--- config.mk ---
export PLATFORM = sky130hd
export DESIGN_NAME = msi_wr_detect
export DESIGN_NICKNAME = d
export VERILOG_FILES = /design/src/rtl/msi_pkg.sv /design/src/rtl/msi_match.sv /design/src/rtl/msi_irq.sv /design/src/rtl/msi_regfile.sv /design/src/rtl/msi_wr_detect.sv
export SDC_FILE = /design/constraint.sdc
export NUM_CORES = 1
export LEC_CHECK = 0
export ABC_AREA = 1
export BUFFER_PORTS_ARGS = -buffer_cell sky130_fd_sc_hd__clkbuf_2
export CORE_AREA = 2 2 168 137
export CTS_BUF_LIST = sky130_fd_sc_hd__clkbuf_16
export CTS_CLUSTER_DIAMETER = 40
export DETAILED_ROUTE_END_ITERATION = 7
export DIE_AREA = 0 0 170 139
export GPL_TIMING_DRIVEN = 0
export PLACE_DENSITY = 0.79
export SLEW_MARGIN = 30
export SYNTH_ARGS = -nofsm -noshare
export SYNTH_HDL_FRONTEND = slang
export SYNTH_SLANG_ARGS = --single-unit
--- constraint.sdc ---
create_clock -name clk -period 13.1 [get_ports clk]
set_input_delay 0.655 -clock clk [delete_from_list [all_inputs] [get_ports clk]]
set_output_delay 0.655 -clock clk [all_outputs]
set_load 0.01 [all_outputs]
--- src/rtl/msi_pkg.sv ---
package msi_pkg;
  localparam int unsigned W = 32;

  localparam logic [W-1:0] OFS_STAT = 32'h0000_0040;
  localparam logic [W-1:0] OFS_IER  = 32'h0000_0044;
  localparam logic [W-1:0] OFS_MAR  = 32'h0000_0048;
  localparam logic [W-1:0] OFS_MDR  = 32'h0000_004C;
  localparam logic [W-1:0] OFS_BASE = 32'h0000_0050;
  localparam logic [W-1:0] OFS_MASK = 32'h0000_0054;

  localparam int unsigned B_POISON = 8;
  localparam int unsigned B_ABORT  = 9;
  localparam int unsigned B_OVR    = 10;
  localparam int unsigned B_NCBE   = 11;
  localparam int unsigned B_LINK   = 12;
  localparam int unsigned B_BME    = 17;

  localparam logic [W-1:0] EV_MASK = (W'(1) << B_POISON) | (W'(1) << B_ABORT) |
                                     (W'(1) << B_OVR)    | (W'(1) << B_NCBE)  |
                                     (W'(1) << B_LINK)   | (W'(1) << B_BME);

  typedef struct packed {
    logic         is64;
    logic [W-1:0] addr;
    logic [W-1:0] data;
  } wr_req_t;
endpackage

--- src/rtl/msi_match.sv ---
module msi_match
  import msi_pkg::*;
(
  input  logic         clk,
  input  logic         rst_n,
  input  logic         req_valid,
  input  wr_req_t      req,
  input  logic [W-1:0] mar,
  input  logic [W-1:0] bar_base,
  input  logic [W-1:0] bar_mask,
  output logic         fwd_valid,
  output logic [W-1:0] fwd_addr,
  output logic [W-1:0] fwd_data,
  output logic         msi_pulse,
  output logic         cap_en,
  output logic         ovr_evt
);
  logic bar_hit, msi_hit;
  logic fwd_valid_nx, msi_pulse_nx;

  always_comb begin
    bar_hit      = ((req.addr ^ bar_base) & bar_mask) == '0;
    msi_hit      = !req.is64 && (req.addr == mar);
    cap_en       = req_valid && msi_hit;
    ovr_evt      = req_valid && !bar_hit && !msi_hit;
    fwd_valid_nx = req_valid && bar_hit;
    msi_pulse_nx = cap_en;
  end

  always_ff @(posedge clk or negedge rst_n) begin
    if (!rst_n) begin
      fwd_valid <= 1'b0;
      msi_pulse <= 1'b0;
    end else begin
      fwd_valid <= fwd_valid_nx;
      msi_pulse <= msi_pulse_nx;
    end
  end

  always_ff @(posedge clk or negedge rst_n) begin
    if (!rst_n) begin
      fwd_addr <= '0;
      fwd_data <= '0;
    end else if (fwd_valid_nx) begin
      fwd_addr <= req.addr;
      fwd_data <= req.data;
    end
  end

  p_pulse_from_req_r2: assert property (@(posedge clk) disable iff (!rst_n)
    msi_pulse |-> $past(req_valid)) else $error("msi pulse without request");

  p_no_wide_msi_r3: assert property (@(posedge clk) disable iff (!rst_n)
    msi_pulse |-> !$past(req.is64)) else $error("msi from 64-bit header");

  p_drop_or_fwd_r6: assert property (@(posedge clk) disable iff (!rst_n)
    ovr_evt |-> !fwd_valid_nx) else $error("overrun write also forwarded");
endmodule

--- src/rtl/msi_irq.sv ---
module msi_irq
  import msi_pkg::*;
(
  input  logic         clk,
  input  logic         rst_n,
  input  logic [W-1:0] ev_vec,
  input  logic         clr_we,
  input  logic [W-1:0] clr_data,
  input  logic [W-1:0] ier,
  output logic [W-1:0] status,
  output logic         irq_out
);
  logic [W-1:0] status_nx;
  logic [W-1:0] clr_vec;

  always_comb begin
    clr_vec   = clr_we ? clr_data : '0;
    status_nx = ((status & ~clr_vec) | ev_vec) & EV_MASK;
    irq_out   = |(status & ier);
  end

  always_ff @(posedge clk or negedge rst_n) begin
    if (!rst_n) status <= '0;
    else        status <= status_nx;
  end

  p_ovr_sticky_r9: assert property (@(posedge clk) disable iff (!rst_n)
    $fell(status[B_OVR]) |-> $past(clr_we && clr_data[B_OVR]))
    else $error("overrun bit cleared without W1C");

  p_link_sticky_r9: assert property (@(posedge clk) disable iff (!rst_n)
    $fell(status[B_LINK]) |-> $past(clr_we && clr_data[B_LINK]))
    else $error("link bit cleared without W1C");

  p_irq_needs_status_r10: assert property (@(posedge clk) disable iff (!rst_n)
    irq_out |-> (status != '0)) else $error("irq with no status");
endmodule

--- src/rtl/msi_regfile.sv ---
module msi_regfile
  import msi_pkg::*;
(
  input  logic         clk,
  input  logic         rst_n,
  input  logic         reg_en,
  input  logic         reg_we,
  input  logic [W-1:0] reg_addr,
  input  logic [W-1:0] reg_wdata,
  output logic [W-1:0] reg_rdata,
  input  logic         cap_en,
  input  logic [W-1:0] cap_data,
  input  logic [W-1:0] status,
  output logic [W-1:0] mar,
  output logic [W-1:0] ier,
  output logic [W-1:0] mdr,
  output logic [W-1:0] bar_base,
  output logic [W-1:0] bar_mask,
  output logic         clr_we,
  output logic [W-1:0] clr_data
);
  logic         wr, rd;
  logic         mar_en, ier_en, base_en, mask_en;
  logic [W-1:0] rd_val, rdata_nx;

  always_comb begin
    wr       = reg_en && reg_we;
    rd       = reg_en && !reg_we;
    mar_en   = wr && (reg_addr == OFS_MAR);
    ier_en   = wr && (reg_addr == OFS_IER);
    base_en  = wr && (reg_addr == OFS_BASE);
    mask_en  = wr && (reg_addr == OFS_MASK);
    clr_we   = wr && (reg_addr == OFS_STAT);
    clr_data = reg_wdata;
  end

  always_comb begin
    case (reg_addr)
      OFS_STAT: rd_val = status;
      OFS_IER:  rd_val = ier;
      OFS_MAR:  rd_val = mar;
      OFS_MDR:  rd_val = mdr;
      OFS_BASE: rd_val = bar_base;
      OFS_MASK: rd_val = bar_mask;
      default:  rd_val = '0;
    endcase
    rdata_nx = rd ? rd_val : reg_rdata;
  end

  always_ff @(posedge clk or negedge rst_n) begin
    if (!rst_n) begin
      mar      <= '0;
      ier      <= '0;
      bar_base <= '0;
      bar_mask <= '0;
    end else begin
      if (mar_en)  mar      <= reg_wdata;
      if (ier_en)  ier      <= reg_wdata & EV_MASK;
      if (base_en) bar_base <= reg_wdata;
      if (mask_en) bar_mask <= reg_wdata;
    end
  end

  always_ff @(posedge clk or negedge rst_n) begin
    if (!rst_n)      mdr <= '0;
    else if (cap_en) mdr <= cap_data;
  end

  always_ff @(posedge clk or negedge rst_n) begin
    if (!rst_n) reg_rdata <= '0;
    else        reg_rdata <= rdata_nx;
  end

  p_ier_resv_r8: assert property (@(posedge clk) disable iff (!rst_n)
    (ier & ~EV_MASK) == '0) else $error("reserved enable bit set");

  p_mdr_hold_r2: assert property (@(posedge clk) disable iff (!rst_n)
    !$stable(mdr) |-> $past(cap_en)) else $error("msi data changed without match");

  p_rdata_hold_r12: assert property (@(posedge clk) disable iff (!rst_n)
    !$past(rd) |-> $stable(reg_rdata)) else $error("read data moved without read");
endmodule

--- src/rtl/msi_wr_detect.sv ---
module msi_wr_detect
  import msi_pkg::*;
(
  input  logic         clk,
  input  logic         rst_n,
  input  logic         req_valid,
  input  logic         req_is64,
  input  logic [31:0]  req_addr,
  input  logic [31:0]  req_data,
  output logic         fwd_valid,
  output logic [31:0]  fwd_addr,
  output logic [31:0]  fwd_data,
  output logic         msi_irq,
  input  logic         ev_poison,
  input  logic         ev_cmpl_abort,
  input  logic         ev_ncbe,
  input  logic         ev_link_down,
  input  logic         ev_bus_master,
  output logic         irq_out,
  input  logic         reg_en,
  input  logic         reg_we,
  input  logic [31:0]  reg_addr,
  input  logic [31:0]  reg_wdata,
  output logic [31:0]  reg_rdata
);
  localparam int unsigned SYNC_STAGES = 2;

  logic [SYNC_STAGES-1:0] rst_pipe;
  logic                   rst_sn;

  always_ff @(posedge clk or negedge rst_n) begin
    if (!rst_n) rst_pipe <= '0;
    else        rst_pipe <= {rst_pipe[SYNC_STAGES-2:0], 1'b1};
  end
  assign rst_sn = rst_pipe[SYNC_STAGES-1];

  wr_req_t      req;
  logic [W-1:0] mar, ier, mdr, bar_base, bar_mask, status;
  logic         cap_en, ovr_evt, clr_we;
  logic [W-1:0] clr_data, ev_vec;

  always_comb begin
    req.is64 = req_is64;
    req.addr = req_addr;
    req.data = req_data;
    ev_vec   = '0;
    ev_vec[B_POISON] = ev_poison;
    ev_vec[B_ABORT]  = ev_cmpl_abort;
    ev_vec[B_OVR]    = ovr_evt;
    ev_vec[B_NCBE]   = ev_ncbe;
    ev_vec[B_LINK]   = ev_link_down;
    ev_vec[B_BME]    = ev_bus_master;
  end

  msi_match u_match (
    .clk       (clk),
    .rst_n     (rst_sn),
    .req_valid (req_valid),
    .req       (req),
    .mar       (mar),
    .bar_base  (bar_base),
    .bar_mask  (bar_mask),
    .fwd_valid (fwd_valid),
    .fwd_addr  (fwd_addr),
    .fwd_data  (fwd_data),
    .msi_pulse (msi_irq),
    .cap_en    (cap_en),
    .ovr_evt   (ovr_evt)
  );

  msi_regfile u_regs (
    .clk       (clk),
    .rst_n     (rst_sn),
    .reg_en    (reg_en),
    .reg_we    (reg_we),
    .reg_addr  (reg_addr),
    .reg_wdata (reg_wdata),
    .reg_rdata (reg_rdata),
    .cap_en    (cap_en),
    .cap_data  (req_data),
    .status    (status),
    .mar       (mar),
    .ier       (ier),
    .mdr       (mdr),
    .bar_base  (bar_base),
    .bar_mask  (bar_mask),
    .clr_we    (clr_we),
    .clr_data  (clr_data)
  );

  msi_irq u_irq (
    .clk      (clk),
    .rst_n    (rst_sn),
    .ev_vec   (ev_vec),
    .clr_we   (clr_we),
    .clr_data (clr_data),
    .ier      (ier),
    .status   (status),
    .irq_out  (irq_out)
  );

  p_msi_data_r2: assert property (@(posedge clk) disable iff (!rst_sn)
    msi_irq |-> (mdr == $past(req_data))) else $error("msi data mismatch");

  p_fwd_in_window_r4: assert property (@(posedge clk) disable iff (!rst_sn)
    fwd_valid |-> (((fwd_addr ^ $past(bar_base)) & $past(bar_mask)) == '0))
    else $error("forwarded write outside window");
endmodule

==> results of run 1 <==
## report_power, final
part	switching [W]	leakage (nW)	internal, W
logic	0.0000906	4.20	0.0000529
clock network	0.000347	0.500	0.000480
registers	0.0000132	3.19	0.000762
## metal layers
layer / GRT usage, % / up-vias
met2: 48.01 / 699
met3: 7.934 / 108
li1: - / 5579
met5: 0 / -
met4: 10.89 / 0
met1: 47.97 / 5705
## kinds of logic after synthesis
| logic type | share of synthesized area, % |
|---|---|
| other | 0.03134 |
| AOI/OAI and AO/OA | 7.101 |
| xor gates and xnor gates | 0.5857 |
| and+or+nand+nor | 33.39 |
| buffers and inverters | 8.691 |
| DFF | 50.20 |
## stage by stage
stage | cells | power, W | hold slack (ns) | setup WS, ns | util (%)
after global placement | 2064 | 0.0009213 | 0.3365 | 3.275 | 61.15
after CTS | 2127 | 0.001750 | 0.1967 | 10.77 | 66.35
final | 2128 | 0.001745 | 0.1903 | 10.76 | 66.37
after global routing | 2127 | 0.001800 | 0.2123 | 10.69 | 66.35
after floorplan | 1548 | 0.0008536 | 0.3312 | 5.916 | -
after detailed placement | 2069 | 0.0009299 | 0.1926 | 10.71 | 61.75
## cell type report
class	instances	area (um^2)
fill	1849	7423
sequential	240	6010
multi-input combinational	1082	4918
timing repair buffer	242	1321
clock buffer	31	775.7
buffer	90	529.3
inverter	136	510.5
tap	280	350.3
clock inverter	26	230.2
antenna	1	2.502
## timing repair
action | 4_1_cts | 5_1_grt
gates resized for setup | 0 | 0
hold buffers | 1 | 0
hold endpoints to repair | 2 | 0
## synth_stat cells (2+ instances only)
cell | count | share of area (%)
nand2_1 | 566 | 18
dfrtp_1 | 240 | 50
nand3_1 | 155 | 6.5
o21ai_1 | 138 | 5.8
inv_1 | 127 | 4.0
nand4_1 | 99 | 5.2
nor2_1 | 60 | 1.9
clkbuf_1 | 30 | 0.94
buf_2 | 29 | 1.2
o21ai_0 | 21 | 0.88
buf_4 | 19 | 1.2
buf_6 | 11 | 1.0
inv_2 | 9 | 0.28
xnor2_1 | 8 | 0.59
a21oi_1 | 6 | 0.25
nor2_2 | 6 | 0.31
nand3_4 | 4 | 0.59
nor2_4 | 4 | 0.38
nand2_2 | 3 | 0.16
and2_1 | 2 | 0.10
## path summary, 6_finish.rpt
check,to,slack [ns],cells past startpoint
setup / recovery,irq_out,10.76,4
hold / removal,u_match.fwd_data[7]$_DFFE_PN0P_,0.19,0
setup reg to reg,u_match.fwd_addr[22]$_DFFE_PN0P_,10.98,11
hold reg to reg,u_match.fwd_data[7]$_DFFE_PN0P_,0.19,0
max in group asynchronous,u_regs.mar[29]$_DFFE_PN0P_,11.54,4
min in group clk,u_irq.status[9]$_DFF_PN0_,0.29,3
## worst max-delay path, stage by stage (launching register included)
cell and delay, ns:
dfrtp_1 0.40, a22o_1 0.24, a221oi_1 0.20, nand3_1 0.13, clkbuf_2 0.15
## registers in the layout (all words and copies together), names as in the netlist, 32 cells and up
name,flops
u_regs.mdr,32
u_regs.reg_rdata,32
u_regs.bar_base,32
u_match.fwd_data,32
u_regs.mar,32
u_match.fwd_addr,32
u_regs.bar_mask,32
==> run summary, run 1 <==
Worst Skew = 0.01868 ns
power per cell area = 119.1 nW/um^2
clock-pin slew on the worst setup and hold paths = 0.06 ns
DP HPWL = 28850 um
max cap viols = 0
Clock Latency Late Sink = 0.56 ns
Setup Fix Bufs, Post-CTS = 0
syn_area_per_cell = 7.729 um^2
Final ANT Viol Nets = 0
Final Hold Fails = 0
fin crit period = 2.335 ns
met2 WL = 16480 um
CP endpoint kind = output port
io pins = 238
Worst setup SP type = register
register area share after synthesis = 50.20%
total iterations of the first detailed-routing run = 8
Req. time, crit path = 12.44 ns
Die Height = 139 um
worst hold path type = reg2async
gr ovfl total = 0
vias in the first global route = 11450
vias per cell = 5.682
1st-iter DRT viols = 1602
reg2reg start = u_regs.bar_base[28]$_DFFE_PN0P_
Routed WL per cell = 18.13 um
Tcrit/Tclk final = 17.83%
share of cells above drive strength 1 = 20.79%
initial antenna violation count = 1
Rel. slew slack = 47.38%
fin area = 14650 um^2
RSZ-0062 raised after global routing = no
commonest non-fill, non-tap cell in the layout = nand2_1
clk sinks = 240
clock root cell = clkbuf_16
final WL = 38570 um
Arrival @ worst endpoint = 1.68 ns
CTS Buffer Depth = 3
synth warn = 0
via count = 12090
Max Clk Rate = 0.4282 GHz
synthesized cell area = 11960 um^2
most frequent cells in the layout = nand2_1, dfrtp_1, clkbuf_2, nand3_1, o21ai_1
Synth Flop Type = dfrtp_1
Area Growth Syn to Fin = 22.43%
Peak VDD IR = 0.09173 mV
status = finished clean
setup violators final = 0
Yosys reg bits = 240
largest net degree at the start of global routing = 52
placeable core area = 22070 um^2
die area = 23630 um^2
setup TNS = 0 ns
Die X = 170 um
num rows = 49
post-synthesis instance total = 1548
Least-Margin Pin Slew = 0.7893 ns
post-synthesis net count = 1687
max layer used = met4
TritonCTS Buffers = 31
Post-DP Area = 13630 um^2
initial core utilization = 54.21%
Crit Path Class = reg2out
met3 WL post-DR = 4422 um
IO buf count = 236
GRT Total Usage = 32.76%
global-route wire length before repair = 60910 um
GP Congestion = 0.9496
Async S/R FF share, synth = 100.0%
DRC viols = 0
Pleak = 7.891 nW
Distinct cells, synth = 31
Max Slew Vio Count = 0
WL met1 = 16350 um
Crit. Startpoint = u_irq.status[11]$_DFF_PN0_
number of synthesized flops with an enable pin = 0
CTS tree = built
Post-layout nets = 1962
highest fanout seen on the critical path = 3
H-tree depth = 1
Power figures use the tool's default switching activity.
==> run 2: changes to the inputs <==
Settings changed: CORE_AREA 2 2 168 137 to 2 2 176 144, DIE_AREA 0 0 170 139 to 0 0 178 146, PLACE_DENSITY 0.79 to 0.76.
Clock period 13.1 ns to 1.9 ns, I/O delays scaled along.
==> run summary, run 2 (synthesized netlist as in run 1, its figures left out) <==
status = finished, violations left
failing checks = design-rule violations, negative setup slack
Clock Latency Late Sink = 0.52 ns (-0.04 ns)
power per cell area = 810.8 nW/um^2 (+580%)
Max Clk Rate = 0.5159 GHz
vias per cell = 5.528 (-2.7%)
clock root cell = clkbuf_16
Least-Margin Pin Slew = 0.7353 ns (-0.05391 ns)
Arrival @ worst endpoint = 2.33 ns (+0.65 ns)
Peak VDD IR = 0.5585 mV (+510%)
GRT Max-Usage Layer = met2
diode count = 0 (-1)
clock-pin slew on the worst setup and hold paths = 0.06 ns (about the same)
fin crit period = 1.938 ns
final setup margin = -0.03839 ns (-10.80 ns)
num rows = 51 (+4.1%)
clk sinks = 240 (unchanged)
Die Height = 146 um (+5.0%)
CTS tree = built
Rel. slew slack = 50.98% (+3.6 points)
1st-iter DRT viols = 1476 (-7.9%)
GP Congestion = 0.9285 (-2.2%)
IO buf count = 236 (unchanged)
placeable core area = 24060 um^2 (+9.0%)
met3 Use GR = 10.95% (+3.0 points)
Filler cells = 1835 (-0.76%)
initial antenna violation count = 0 (-1)
setup TNS = -0.5578 ns (-0.5578 ns)
setup violators final = 40 (+40)
Worst Hold Path Cells = 3
Worst setup SP type = register
highest fanout seen on the critical path = 6 (+3)
gr ovfl total = 0 (unchanged)
Worst Skew = 0.01799 ns (-0.0006878 ns)
most frequent cells in the layout = nand2_1, dfrtp_1, clkbuf_2, nand3_1, o21ai_1
Final Hold Fails = 0 (unchanged)
Die X = 178 um (+4.7%)
largest net degree at the start of global routing = 48 (-7.7%)
met1 usage = 43.19% (-4.8 points)
worst hold path type = in2reg
Req. time, crit path = 2.29 ns (-10.15 ns)
vias in the first global route = 12390 (+8.2%)
Routed WL per cell = 18.66 um (+2.9%)
R2R cell count = 11 (unchanged)
met2 usage = 49.32% (+1.3 points)
share of cells above drive strength 1 = 23.27% (+2.5 points)
global-route wire length before repair = 65720 um (+7.9%)
final WL = 42970 um (+11%)
DP HPWL = 29160 um (+1.1%)
total iterations of the first detailed-routing run = 8 (unchanged)
Reg area = 6010 um^2 (unchanged)
H-tree depth = 2 (+1)
initial core utilization = 49.73% (-4.5 points)
Area Growth Syn to Fin = 38.22%
WHS = 0.03230 ns (-0.1580 ns)
max cap viols = 0 (unchanged)
RSZ-0062 raised after global routing = yes
Tcrit/Tclk final = 102.0%
Final ANT Viol Nets = 0 (unchanged)
Crit Path Class = reg2reg
CP endpoint kind = register
TritonCTS Buffers = 36 (+16%)
io pins = 238 (unchanged)
CTS Buffer Depth = 3 (unchanged)
Max Slew Vio Count = 0 (unchanged)
Post-layout nets = 2099 (+7.0%)
Pleak = 8.697 nW (+10%)
GRT Total Usage = 32.44% (-0.32 points)
DRC viols = 20 (+20)
commonest non-fill, non-tap cell in the layout = nand2_1
die area = 25990 um^2 (+10%)
Multi-input gate area = 5116 um^2 (+4.0%)
via count = 12730 (+5.3%)
[run 2: path summary, 6_finish.rpt]
path	start	to	slack [ns]
max in group asynchronous	rst_pipe[1]$_DFF_PN0_	u_regs.reg_rdata[14]$_DFFE_PN0P_	0.33
worst max-delay path	u_regs.bar_base[24]$_DFFE_PN0P_	u_match.fwd_addr[24]$_DFFE_PN0P_	-0.04
worst max register to register	u_regs.bar_base[24]$_DFFE_PN0P_	u_match.fwd_addr[24]$_DFFE_PN0P_	-0.04
min in group asynchronous	rst_pipe[1]$_DFF_PN0_	u_match.fwd_data[31]$_DFFE_PN0P_	0.22
worst min register to register	rst_pipe[1]$_DFF_PN0_	u_match.fwd_data[31]$_DFFE_PN0P_	0.22
worst min-delay path	req_addr[22]	u_match.fwd_addr[22]$_DFFE_PN0P_	0.03
[run 2: final cells by class]
class	instances	share of cell area, %
multi-input cells	1082	30.94
clock buffers	37	5.599
repair buffers	375	16.06
flip-flops and latches	240	36.34
plain buffers	89	3.791
clock inverters	26	1.786
inverters	136	3.087
well taps	318	2.406
[run 2: critical path, stage by stage (launching register included)]
cell	delay [ns]
dfrtp_1	0.40
or2_1	0.23
nand3_2	0.10
nand2_2	0.07
nor2_1	0.13
nand2_1	0.10
nor2_4	0.19
nand3_4	0.13
buf_12	0.19
clkbuf_16	0.17
nand2_2	0.05
nand2_1	0.05
[run 2: timing repair]
item | CTS | global route
gates resized for setup | 6 | 92
buffers inserted | 7 | 17
hold buffers | 105 | 0
endpoints found under the setup margin | 43 | 136
pin swaps | 1 | 23
endpoints found under the hold margin | 204 | 0
cloned | 0 | 5
[run 2: metrics by stage]
step | worst slack [ns] | power (W) | instances | util (%) | area, um^2
global placement | -1.381 | 0.006356 | 2102 | 56.31 | 13550
floorplan | -0.5189 | 0.005884 | 1548 | - | 11970
finish | -0.03839 | 0.01341 | 2303 | 68.74 | 16540
CTS | 0.003455 | 0.01333 | 2282 | 66.63 | 16030
detailed placement | -0.1217 | 0.006414 | 2107 | 56.82 | 13670
global route | -0.08029 | 0.01380 | 2303 | 68.74 | 16540
[run 2: layer usage]
metal | wire [um] | vias to the layer above
li1 | - | 5858
met1 | 17070 | 5912
met2 | 18720 | 822
met3 | 5548 | 138
met4 | 1621 | 0
met5 | 0 | -
[run 2: report_power, final]
part           internal (W)  switching [W]  leakage (nW)
registers           0.00525       0.000110          3.19
logic              0.000537       0.000702          4.90
clock network       0.00427        0.00254         0.599
total                0.0101        0.00335          8.70
